===== src/rtl/fb_dir_steer.sv =====
module fb_dir_steer #(
  parameter int CNT_W   = 10,
  parameter int PSC_MID = 4,
  parameter int PSC_MAX = 16
) (
  input  logic             clk,
  input  logic             rst_n,
  input  logic [CNT_W-1:0] tmr_cnt,
  input  logic [CNT_W-1:0] tmr_period,
  input  logic [CNT_W-1:0] duty,
  input  logic [1:0]       psc_sel,
  input  logic             dir_req,
  output logic             out_a,
  output logic             out_b,
  output logic             out_c,
  output logic             out_d
);
  localparam int PH_W = $clog2(PSC_MAX) + 1;
  localparam logic [PH_W-1:0] PH_TOP = '1;

  logic [CNT_W-1:0] prev_cnt;
  logic [PH_W-1:0]  phase_q, phase_now, tick_len;
  logic             dir_pend, dir_act, run_q;
  logic             at_end, boundary, presw, eff_dir, pwm;

  always_comb begin
    case (psc_sel)
      2'b00:   tick_len = PH_W'(1);
      2'b01:   tick_len = PH_W'(PSC_MID);
      default: tick_len = PH_W'(PSC_MAX);
    endcase
  end

  // cycle index inside the current timer tick
  assign phase_now = (tmr_cnt != prev_cnt) ? '0 : phase_q;
  assign at_end    = tmr_cnt == tmr_period;
  assign boundary  = at_end && (phase_now == tick_len - PH_W'(1));
  assign presw     = at_end && (dir_pend != dir_act);
  assign eff_dir   = presw ? dir_pend : dir_act;
  assign pwm       = tmr_cnt < duty;

  always_ff @(posedge clk or negedge rst_n) begin
    if (!rst_n) begin
      prev_cnt <= '0;
      phase_q  <= '0;
      dir_pend <= 1'b0;
      dir_act  <= 1'b0;
      run_q    <= 1'b0;
    end else begin
      prev_cnt <= tmr_cnt;
      phase_q  <= (phase_now == PH_TOP) ? phase_now : phase_now + PH_W'(1);
      dir_pend <= dir_req;
      run_q    <= 1'b1;
      if (boundary) dir_act <= dir_pend;
    end
  end

  assign out_a = run_q && !eff_dir;
  assign out_c = run_q && eff_dir;
  assign out_d = run_q && !presw && !dir_act && pwm;
  assign out_b = run_q && !presw && dir_act && pwm;
endmodule



===== config.mk =====
export PLATFORM = sky130hd
export DESIGN_NAME = fb_dir_steer
export DESIGN_NICKNAME = d
export VERILOG_FILES = /design/src/rtl/fb_dir_steer.sv
export SDC_FILE = /design/constraint.sdc
export NUM_CORES = 1
export LEC_CHECK = 0
export BUFFER_PORTS_ARGS = -buffer_cell sky130_fd_sc_hd__buf_2
export CORE_UTILIZATION = 40
export DETAILED_ROUTE_END_ITERATION = 16
export PLACE_DENSITY = 0.64
export SLEW_MARGIN = 20
export SYNTH_ARGS = -nofsm -noshare
export SYNTH_HDL_FRONTEND = slang
export SYNTH_SLANG_ARGS = --single-unit

===== constraint.sdc =====
create_clock -name clk -period 4.4 [get_ports clk]
set_input_delay 0.88 -clock clk [delete_from_list [all_inputs] [get_ports clk]]
set_output_delay 0.88 -clock clk [all_outputs]
set_load 0.01 [all_outputs]

* Word-level counts from Yosys, hierarchy flattened *
Cells that the tools add are included.

word-level totals
  memories = 0
  input bits = 35
  bits in read-only memories = 0
  bits in latches = 0
  output and inout bits = 4
  bits in registers = 18
  word-level logic and storage cells = 31
  RAM bits = 0

operators by class
  shifts and indexed selects = 0
  add/sub/neg operators = 2
  div/mod/pow operators = 0
  eq/ne operators = 6
  reduce and logical (&&, ||, !) cells = 13
  $mul = 0
  $lt $le $gt $ge = 1
  bitwise logic cells = 0
  muxes and demuxes = 4

operators with widths
  operator                                                                count
  10-bit equality test                                                    1
  10-bit < comparator                                                     1
  5-bit 2-to-1 mux                                                        2
  10-bit inequality test                                                  1
  5-bit case mux with 2 select lines                                      1
  1-bit logical AND                                                       9
  5-bit by 1-bit adder with 5-bit output (second input constant)          1
  5-bit equality test                                                     1
  5-bit equality test (second input constant)                             1
  5-bit by 1-bit subtractor with 5-bit output (second input constant)     1
  1-bit logical NOT                                                       3
  2-bit by 1-bit equality test with 1-bit output (second input constant)  1
  2-bit logical NOT                                                       1
  1-bit 2-to-1 mux                                                        1
  1-bit inequality test                                                   1

* Depth between registers and ports, before layout *
  word-level depth = 6
  mapped depth = 8

* Least setup slack after synthesis *
OpenSTA, ideal clock, no wires.

  path type = input to output
  from = input duty[3]
  to = output out_d
  cell stages on the path = 7
  slack = 1362 ps
  data arrival time = 2158 ps
  cell sequence = inv_1 > ha_1 > a21oi_1 > o21a_1 > o21ai_0 > a211o_1 > a221oi_1

on the way
  word-level cells in the longest chain between the ends = 2

RTL lines
  element              RTL line  source
  from (decl)          10        input logic [CNT_W-1:0] duty,
  10-bit < comparator  40        assign pwm = tmr_cnt < duty;
  1-bit logical AND    60        assign out_d = run_q && !presw && !dir_act && pwm;
  to (decl)            16        output logic out_d

No other way between the ends.

* Final worst setup path *
  from = input tmr_cnt[3]
  to = output out_d

on the way
  word-level cells in the longest chain between the ends = 6
  elaborated cells on any way between the ends = 7
  classes of those cells = order compare (1); eq/ne (1); reduce/logical (5)

RTL lines
  element                                                      RTL line  source
  from (decl)                                                  8         input logic [CNT_W-1:0] tmr_cnt,
  branches (longest 5 deep; another with 10-bit < comparator)  n/a
  1-bit logical AND *                                          60

Mark *: on every way between the ends.

==> results.txt <==
In this run, the number of DRC markers left after iteration 0 of detailed routing was 42. The total of fill cells in the finished design is 260. In this run the worst hold path is classified as input port to asynchronous set/reset pin. The initial antenna violation count is 0. For this design the top-level I/O count stands at 39.

The number of detailed-routing iterations run before antenna repair came out at 2. The area taken by multi-input logic gates is 714 um^2. The areal power density over the cells came out at 237 mW/mm^2.

The count of hold buffers inserted by post-cts repair came out at 0. The standard-cell row count is 19. The number of clock sinks seen by CTS came out at 18. The number of antenna cells inserted is 0. The final period demand of the worst path came out at 3300 ps. The required time of the critical path came out at 3520 ps. The number of nets produced by synthesis came out at 166. The share of flip-flops with an asynchronous set or reset after synthesis came out at 100%. Global routing used between 10% and 20% of the available tracks across all layers.

The area growth from synthesis to layout is 21.9%. After synthesis the netlist holds a flip-flop and latch count of 18. The overall die area came out at between 0.003 and 0.004 mm^2.

The run finished with clean final reports. After the last flow step, the layout net total stands at 209. STA classifies the critical path startpoint as an input port. VDD sags by at most 0.160 mV. Clock latency on the worst-skew pair, taken at its later pin, is 290 ps. Summing the areas of all xor and xnor instances in the mapped netlist gives roughly 17% of the synthesized area.

The simple-gate portion of the synthesized area came out at 16.5%. The fraction of layout cells with a size suffix above 1 came out at between 30% and 40%. The overall power consumption came out at roughly 0.35 mW. Clock-pin slew was measured on the worst setup and hold paths at ~100 ps. The cell count after synthesis came out at between 100 and 150.

The number of failing setup endpoints in the final timing report is 0. TritonCTS built the clock tree. The post-synth design cell area is 0.00121 mm^2. The setup path with the least slack is of type input port to output pin. The primary flip-flop cell chosen by synthesis mapping is sky130_fd_sc_hd__dfrtp_1. The HPWL reported at the end of detailed placement came out at 2.04 mm. Summed over all instances, the cell type with the most area after synthesis is sky130_fd_sc_hd__dfrtp_1. The top-area cell type share of the netlist area is 37.2%. The final weighted congestion in routability-driven placement is 0.790. The share of the clock period used by the worst path after layout is 75.1%. The leakage component of the power came out at 0.734 nW.

The number of warnings printed during yosys synthesis is 0. Gates resized during post-CTS repair numbered 0. The synthesized netlist devotes between 10% and 20% of its cell area to compound gates. The buffer count from post-CTS setup fixing is 0. The critical path starts at tmr_cnt[3]. Static timing analysis puts the maximum clock frequency at 303 MHz.

The mean instance size in the synthesized netlist is 10.1 um^2. The footprint of the flip-flops and latches is 450 um^2. Wires add up to 2.48 mm.

The number of clock buffers added by TritonCTS is 3. Sequential cells burn 49.7% of the power. The multiplexer fraction of the synthesized cell area is roughly 3.9%. The count of nets left with antenna violations after detail routing came out at 0. The endpoint type of the worst setup path is an output pin. The total negative slack is 0 ps. The number of violations of the max-capacitance limit came out at 0. The startpoint identified for the worst register-to-register timing path is prev_cnt[7]. The post-synthesis adder-cell area fraction is 11.4%. Between clock sinks in the finished design, the worst skew comes to 1.56 ps. The fraction of power spent switching nets came out at 26.6%.

The number of I/O port buffers is 38. The number of slew-limit violations in the final report came out at 0. The share of the core filled with cells in the final layout came out at 52.6%. The final-report hold violation count is 0. The combinational fraction of design power came out at a little over a fifth. The most used standard cell by instance count after synthesis is sky130_fd_sc_hd__dfrtp_1.

The floorplan core area is 0.00281 mm^2. The routed layout has 980 vias. In the post-synthesis netlist, the biggest area contributors are sky130_fd_sc_hd__dfrtp_1 (37%), sky130_fd_sc_hd__ha_1 (11%), sky130_fd_sc_hd__xnor2_1 (9.4%).

The initial standard-cell utilization of the core is 43.1%. The height of the die is between 50 and 60 um. Counting distinct cell types in the post-synthesis netlist gives 34. The floorplan step set the die width to 57.0 um.

The clock passes through at most 2 buffers. The biggest fanout along the worst timing path is 4. The worst hold slack after final layout is approximately 500 ps. The tree is rooted in a sky130_fd_sc_hd__clkbuf_4.

The number of enable-type register cells in the synthesized netlist is 0. The ratio of routed vias to standard cells came out at 5.08. The clock network fraction of design power came out at 29.4%. The detailed-route DRC error count came out at 0. The global-route wire length before repair came out at 4.55 mm. The remaining global-route overflow is 0.

After synthesis, the largest family of logic cells by area is XOR/XNOR gates. In this run the number of H-tree levels came out at 1. The post-detailed-route wirelength per cell came out at 12.9 um.

The maximum number of pins on one net before global-route repair is 19. The via count of the first global-routing pass came out at 1,010. Summed over all nets, the switching power comes to 0.0932 mW. The internal power of the cells totals 0.257 mW. Summing the sequential cell areas from Yosys gives 37.2% of the chip area. Data arrives at the worst endpoint at 2420 ps.

Setup repair after global routing left no endpoint under its margin. In the synthesized netlist, the cells that appear most often are sky130_fd_sc_hd__dfrtp_1 (18), sky130_fd_sc_hd__xnor2_1 (13), sky130_fd_sc_hd__inv_1 (12), sky130_fd_sc_hd__ha_1 (11), sky130_fd_sc_hd__xor2_1 (10).
[state kept, by name, summed over array words and instances, names as in the netlist]
name      flops
dir_pend      1
run_q         1
prev_cnt     10
phase_q       5
dir_act       1
[final cells by class]
class | count | area share (%)
Clock buffer | 4 | 2.46
Inverter | 12 | 3.05
Multi-Input combinational cell | 90 | 48.4
Sequential cell | 18 | 30.5
Tap cell | 31 | 2.63
Timing Repair Buffer | 38 | 12.9
[path summary, 6_finish.rpt]
kind	endpoint	slack [ps]	depth (start not counted)
max	out_d	1100	8
min	phase_q[2]	500	1
max reg2reg	phase_q[1]	1980	8
min reg2reg	phase_q[4]	550	2
max in group asynchronous	dir_act	3610	1
min in group clk	phase_q[4]	550	2
[power by group through the flow]
stage | clock network [mW] | logic, mW | registers [mW]
6_report | 0.103 | 0.0728 | 0.174
5_1_grt | 0.112 | 0.0854 | 0.175
4_1_cts | 0.107 | 0.0743 | 0.174
3_5_place_dp | 0 | 0.0737 | 0.177
3_3_place_gp | 0 | 0.0709 | 0.177
2_1_floorplan | 0 | 0.0396 | 0.177
[worst max-delay path: stages]
cell and delay [ps]:
sky130_fd_sc_hd__buf_2 130, sky130_fd_sc_hd__ha_1 300, sky130_fd_sc_hd__a21oi_1 130, sky130_fd_sc_hd__o21a_1 120, sky130_fd_sc_hd__o21ai_0 90, sky130_fd_sc_hd__a211o_1 330
sky130_fd_sc_hd__a221oi_1 250, sky130_fd_sc_hd__buf_2 180
[through the flow]
step	setup WS [ps]	instance area, um^2	instances
3_5_place_dp	1070	1440	189
2_1_floorplan	1360	1210	120
6_report	1100	1480	193
5_1_grt	919	1480	193
3_3_place_gp	1110	1440	189
4_1_cts	1070	1480	193
[logic make-up after synthesis]
group | Yosys count
XOR/XNOR | 23
other | 1
AND/OR/NAND/NOR | 33
AO/OA/AOI/OAI | 18
buffers and inverters | 12
adder cells (fa/ha/maj) | 11
flip-flops | 18
multiplexers | 4
[cells in the final DEF (no fill, tap or decap), drive strengths merged]
master	n
nor3	1
ha	11
o21a	1
mux2	3
o41ai	1
nand3	4
xnor2	13
dfrtp	18
and2	3
clkbuf	4
or2	1
mux2i	1
conb	1
a211o	1
nand2b	2
and3	1
a21oi	6
nor2	4
o21ai	5
a31oi	1
nor2b	2
nand2	6
a2bb2oi	1
a221oi	1
nor4b	1
nand4	4
xor2	10
nor4	2
a211oi	1
inv	12
buf	38
or3	2
[layer usage]
metal	track usage, %	wire, um
met2	31.8	1280
met4	6.97	25
met5	0	0
met1	21.4	1050
met3	4.99	131
(Power assumes the default switching activity.)
